### src/rtl/tdm_chain_pkg.sv
package tdm_chain_pkg;
   typedef enum logic [1:0] {
      SLOT_LOCAL = 2'd0,
      SLOT_CHAIN = 2'd1,
      SLOT_IDLE  = 2'd2
   } slot_kind_e;

   // Slot ownership: local words first, forwarded upstream slots next, zero after.
   function automatic slot_kind_e classify_slot(input int slot, input int n_local,
                                                input int n_chain);
      if (slot < n_local)                return SLOT_LOCAL;
      else if (slot < n_local + n_chain) return SLOT_CHAIN;
      else                               return SLOT_IDLE;
   endfunction
endpackage

### src/rtl/tdm_frame_counter.sv
module tdm_frame_counter #(
   parameter int FRAME_BITS = 512,
   localparam int PW = $clog2(FRAME_BITS)
) (
   input  logic          clk,
   input  logic          rst_n,
   input  logic          sync,
   output logic [PW-1:0] pos,
   output logic          framed
);
   localparam logic [PW-1:0] LAST = PW'(FRAME_BITS - 1);

   always_ff @(posedge clk or negedge rst_n) begin
      if (!rst_n) begin
         pos    <= '0;
         framed <= 1'b0;
      end else if (sync) begin
         pos    <= '0;
         framed <= 1'b1;
      end else if (framed) begin
         pos <= (pos == LAST) ? '0 : pos + 1'b1;
      end
   end
endmodule

### src/rtl/tdm_sample_hold.sv
module tdm_sample_hold #(
   parameter int CH = 4,
   parameter int W  = 24
) (
   input  logic                 clk,
   input  logic                 rst_n,
   input  logic                 load,
   input  logic [CH-1:0][W-1:0] din,
   output logic [CH-1:0][W-1:0] dout
);
   always_ff @(posedge clk or negedge rst_n) begin
      if (!rst_n)    dout <= '0;
      else if (load) dout <= din;
   end
endmodule

### src/rtl/tdm_chain_delay.sv
module tdm_chain_delay #(
   parameter int DEPTH = 128
) (
   input  logic clk,
   input  logic rst_n,
   input  logic din,
   output logic tap
);
   generate
      if (DEPTH == 0) begin : g_thru
         assign tap = din;
      end else if (DEPTH == 1) begin : g_one
         logic q;
         always_ff @(posedge clk or negedge rst_n) begin
            if (!rst_n) q <= 1'b0;
            else        q <= din;
         end
         assign tap = q;
      end else begin : g_shift
         logic [DEPTH-1:0] sr;
         always_ff @(posedge clk or negedge rst_n) begin
            if (!rst_n) sr <= '0;
            else        sr <= {sr[DEPTH-2:0], din};
         end
         assign tap = sr[DEPTH-1];
      end
   endgenerate
endmodule

### src/rtl/tdm_chain_ser.sv
module tdm_chain_ser
   import tdm_chain_pkg::*;
#(
   parameter int SAMPLE_W    = 24,
   parameter int SLOT_W      = 32,
   parameter int LOCAL_CH    = 4,
   parameter int CHAIN_CH    = 4,
   parameter int FRAME_SLOTS = 16
) (
   input  logic                             bclk,
   input  logic                             rst_n,
   input  logic                             fsync,
   input  logic [LOCAL_CH-1:0][SAMPLE_W-1:0] ch_words,
   input  logic                             chain_in,
   output logic                             sdo
);
   localparam int FRAME_BITS = SLOT_W * FRAME_SLOTS;
   localparam int PW         = $clog2(FRAME_BITS);
   localparam int SLOT_BITS  = $clog2(SLOT_W);
   localparam int CH_IW      = (LOCAL_CH > 1) ? $clog2(LOCAL_CH) : 1;
   localparam int SW_IW      = (SAMPLE_W > 1) ? $clog2(SAMPLE_W) : 1;
   localparam int DELAY_BITS = LOCAL_CH * SLOT_W;

   generate
      if (SAMPLE_W < 1 || SAMPLE_W > SLOT_W) begin : g_bad_width
         $error("SAMPLE_W must lie in 1..SLOT_W");
      end
      if ((1 << SLOT_BITS) != SLOT_W) begin : g_bad_slot
         $error("SLOT_W must be a power of two");
      end
      if (LOCAL_CH < 1 || LOCAL_CH + CHAIN_CH > FRAME_SLOTS) begin : g_bad_slots
         $error("local plus chained slots must fit in the frame");
      end
   endgenerate

   logic [PW-1:0]                     frame_pos;
   logic                              in_frame;
   logic [LOCAL_CH-1:0][SAMPLE_W-1:0] held_words;
   logic                              chain_tap;

   tdm_frame_counter #(.FRAME_BITS(FRAME_BITS)) u_cnt (
      .clk(bclk), .rst_n(rst_n), .sync(fsync), .pos(frame_pos), .framed(in_frame)
   );

   tdm_sample_hold #(.CH(LOCAL_CH), .W(SAMPLE_W)) u_hold (
      .clk(bclk), .rst_n(rst_n), .load(fsync), .din(ch_words), .dout(held_words)
   );

   tdm_chain_delay #(.DEPTH(DELAY_BITS)) u_dly (
      .clk(bclk), .rst_n(rst_n), .din(chain_in), .tap(chain_tap)
   );

   logic [PW-SLOT_BITS-1:0] slot_idx;
   logic [SLOT_BITS-1:0]    slot_off;
   logic [CH_IW-1:0]        ch_sel;
   logic [SW_IW-1:0]        bit_sel;
   logic                    next_bit;

   assign slot_idx = frame_pos[PW-1:SLOT_BITS];
   assign slot_off = frame_pos[SLOT_BITS-1:0];
   assign ch_sel   = CH_IW'(slot_idx);
   assign bit_sel  = SW_IW'(SAMPLE_W - 1 - int'(slot_off));

   always_comb begin
      next_bit = 1'b0;
      if (in_frame) begin
         unique case (classify_slot(int'(slot_idx), LOCAL_CH, CHAIN_CH))
            SLOT_LOCAL: if (int'(slot_off) < SAMPLE_W) next_bit = held_words[ch_sel][bit_sel];
            SLOT_CHAIN: next_bit = chain_tap;
            default:    next_bit = 1'b0;
         endcase
      end
   end

   // Launch on the falling edge so the receiver samples on the rising edge.
   always_ff @(negedge bclk or negedge rst_n) begin
      if (!rst_n) sdo <= 1'b0;
      else        sdo <= next_bit;
   end
endmodule

### config.mk
export PLATFORM = sky130hd
export DESIGN_NAME = tdm_chain_ser
export DESIGN_NICKNAME = d
export VERILOG_FILES = /design/src/rtl/tdm_chain_pkg.sv /design/src/rtl/tdm_frame_counter.sv /design/src/rtl/tdm_sample_hold.sv /design/src/rtl/tdm_chain_delay.sv /design/src/rtl/tdm_chain_ser.sv
export SDC_FILE = /design/constraint.sdc
export NUM_CORES = 1
export LEC_CHECK = 0
export ABC_CLOCK_PERIOD_IN_PS = 2700
export BUFFER_PORTS_ARGS = -buffer_cell sky130_fd_sc_hd__buf_4
export CAP_MARGIN = 5
export CORE_MARGIN = 1.5
export CORE_UTILIZATION = 55
export DETAILED_ROUTE_END_ITERATION = 8
export PLACE_DENSITY = 0.79
export SETUP_SLACK_MARGIN = 0.3
export SLEW_MARGIN = 5
export SYNTH_ARGS = -nofsm -noshare
export SYNTH_HDL_FRONTEND = slang
export SYNTH_SLANG_ARGS = --single-unit
### constraint.sdc
create_clock -name bclk -period 2.7 [get_ports bclk]
set_input_delay 0.135 -clock bclk [delete_from_list [all_inputs] [get_ports bclk]]
set_output_delay 0.135 -clock bclk [all_outputs]
set_load 0.005 [all_outputs]
==> results.toml <==
[run_status]
status = "finished, violations left"
violations = "negative setup slack"

[route]
routed_wl_um = 17800
routed_via_density = 5.33
vias = 4745
first_pass_iters = 4
drcViolationCount = 0
drtIter0Drc = 247
wl_per_cell_um = 19.9
final_antenna_net_count = 0

[clocking]
clockRootBuffer = "clkbuf_16"
htreeDepth = 1
clockBufferDepth = 3
clock_sinks = 235
cts_tree = "built"
tritoncts.num_buffers = 24
clk_latency_ns = 0.52
clk_pin_slew_ns = 0.06

[cells_and_area]
final_net_count = 792
diodes = 0
stdcell_area_mm2 = 0.0111
area_delta_synth_final_pct = 37.1
drive_above_1_share = 0.423
fin_util = 0.769

[floorplan]
fp.dieH_um = 125
core_mm2 = 0.0145
die_x_um = 125
rows = 44
start_util = 0.561
ioPinCount = 101
die_area_mm2 = 0.0155

[synth]
yosys_warnings = 0
synthArstFlopShare = 1.00
synth_cells = 458
synth-seq-cells = 235
synth_edf_count = 0
synth.yosys.seq_area_share = 0.724
synth_nets = 561
synth_flop_cell = "dfrtp_1"
synth_area_leaders = "dfrtp_1 (72%), mux2_2 (13%), mux4_2 (5.5%)"
yosys.cell_types.count = 38
yosysTopAreaCellShare = 0.721
netlist_area_mm2 = 0.00812
avgSynthCellArea_um2 = 17.7
yosys.area.top_type = "dfrtp_1"

[sta]
whs_ns = 0.285
worst_slew_pin_slew_ns = 0.874
hold_viol = 0
setup_viol = 1
setup_slack_ns = -0.625
fin_skew_ns = 0.00899
slew_violations = 0
rsz0062_at_grt = "true"
slew_headroom = 0.418

[min_path]
hold_class = "input port to register"

[critical_path]
cp_max_fo = 7
endpoint_kind = "register"
worstSetupPathType = "register to register"
ff2ff_setup_slack_ns = -0.62
cp_slowest_cell = "mux4_2"
critPathTopFamily = "multiplexers"
cp.required_ns = 1.70
crit_top_cell = "mux4_2"
critPathArrivalTime_ns = 2.32
start_kind = "register"
cpPeakStageDelay_ns = 0.53
crit_chain = "mux4_2 -> mux4_2 -> a32oi_1 -> nand4_1"
worst-path-buf-inv = 0

[global_route]
track_usage = 0.242
grt-ovfl-total = 0
grt_max_degree = 168
grt_pass1_wl_um = 29200
antenna_found_initial = 0
grt_pass1_vias = 5377

[power_and_ir_drop]
p_leak_nw = 5.13
p_per_area_mw_per_mm2 = 695
vdd_drop_max_v = 0.000542
power.total_w = 0.00774

[placed_design]
place_area_mm2 = 0.00927
gp_congestion = 0.794
port_buffers = 100
dpl.hpwl_um = 10100
dp_slack_ns = -0.625

[job]
drv_cap = 0
[worst register-to-register path, stage by stage (launching register included)]
cell	delay, ns
dfrtp_2	0.48
mux4_2	0.53
mux4_2	0.50
a32oi_1	0.20
nand4_1	0.10
[cell families after synthesis]
kind of cell / count (synthesis) / share of synthesized area
adders and majority gates: 3 / 0.00462
muxes: 127 / 0.212
DFF: 235 / 0.724
buffers and inverters: 26 / 0.0139
AOI/OAI and AO/OA: 21 / 0.0162
and+or+nand+nor: 46 / 0.0293
[repair_timing]
item                                   CTS  global route
setup endpoints to repair                9             9
buffers inserted                         0             0
cloned                                   1             0
resized for setup                       11             4
hold buffers                            98             0
endpoints found under the hold margin  331             0
pin swaps                                0             2
[worst paths after layout]
| path | end | start | cells after the start |
|---|---|---|---|
| hold / removal | u_hold.dout[3]$_DFFE_PN0P_ | fsync | 2 |
| setup reg to reg | sdo$_DFF_NN0_ | u_cnt.pos[6]$_DFFE_PN0P_ | 4 |
| max in group asynchronous | sdo$_DFF_NN0_ | rst_n | 2 |
| min in group asynchronous | u_dly.g_shift.sr[110]$_DFF_PN0_ | rst_n | 3 |
| hold reg to reg | u_dly.g_shift.sr[8]$_DFF_PN0_ | u_dly.g_shift.sr[7]$_DFF_PN0_ | 0 |
| setup / recovery | sdo$_DFF_NN0_ | u_cnt.pos[6]$_DFFE_PN0P_ | 4 |
[final cells by class]
class	count	area, um^2
inverter	3	11.3
tap	184	230
multi-input combinational	197	2160
timing repair buffer	228	2060
clock inverter	8	76.3
sequential	235	5880
clock buffer	36	716
fill	760	3340
[registers in the layout (all words and copies together), names as in the netlist]
register	count
u_cnt.framed	1
sdo	1
u_dly.g_shift.sr	128
u_hold.dout	96
u_cnt.pos	9
[per-layer routing]
metal	global-route usage	vias to the layer above	wire length [um]
met1	0.319	2447	7290
met3	0.0387	45	876
met5	0	-	0
met2	0.422	151	9070
li1	-	2102	-
met4	0.0690	0	525
[Yosys cell counts (all sizes together), types with 2 or more instances]
library cell	number
dfrtp	234
mux2	97
mux4	25
clkbuf	18
nor2	14
nand3	7
o21ai	7
a21oi	5
and3	5
buf	5
mux2i	5
nand2	5
a22oi	3
ha	3
nor3	3
inv	2
nand2b	2
nand4	2
[metrics by stage]
step | cells | TNS (ns)
after CTS | 891 | -0.637
after global routing | 891 | -0.698
final | 891 | -0.625
after floorplan | 458 | -0.512
after global placement | 748 | -0.606
after detailed placement | 748 | -0.684
[cells in the final DEF, fill, tap and decap left out, types with 2 or more instances in the layout]
| cell type | count |
|---|---|
| dfrtp_2 | 2 |
| o21ai_1 | 2 |
| mux2i_1 | 5 |
| a21oi_1 | 5 |
| buf_4 | 120 |
| clkinv_2 | 6 |
| nand2_1 | 5 |
| nor3_1 | 3 |
| buf_8 | 2 |
| dlygate4sd3_1 | 98 |
| mux2_2 | 97 |
| buf_12 | 4 |
| nand3_1 | 7 |
| and3_1 | 2 |
| and3_4 | 3 |
| a22oi_1 | 3 |
| inv_1 | 2 |
| mux4_2 | 23 |
| clkbuf_8 | 7 |
| clkbuf_16 | 24 |
| nor2_1 | 14 |
| nand4_1 | 2 |
| o21ai_0 | 5 |
| dfrtp_1 | 232 |
| buf_6 | 3 |
| mux4_1 | 2 |
| clkbuf_1 | 5 |
[power breakdown]
| part | internal [W] | total, W | switching (W) |
|---|---|---|---|
| Combinational | 0.000421 | 0.000671 | 0.000251 |
| Sequential | 0.00371 | 0.00382 | 0.000111 |
| Clock | 0.00193 | 0.00324 | 0.00131 |
| Total | 0.00606 | 0.00774 | 0.00168 |
(Power assumes the default switching activity.)
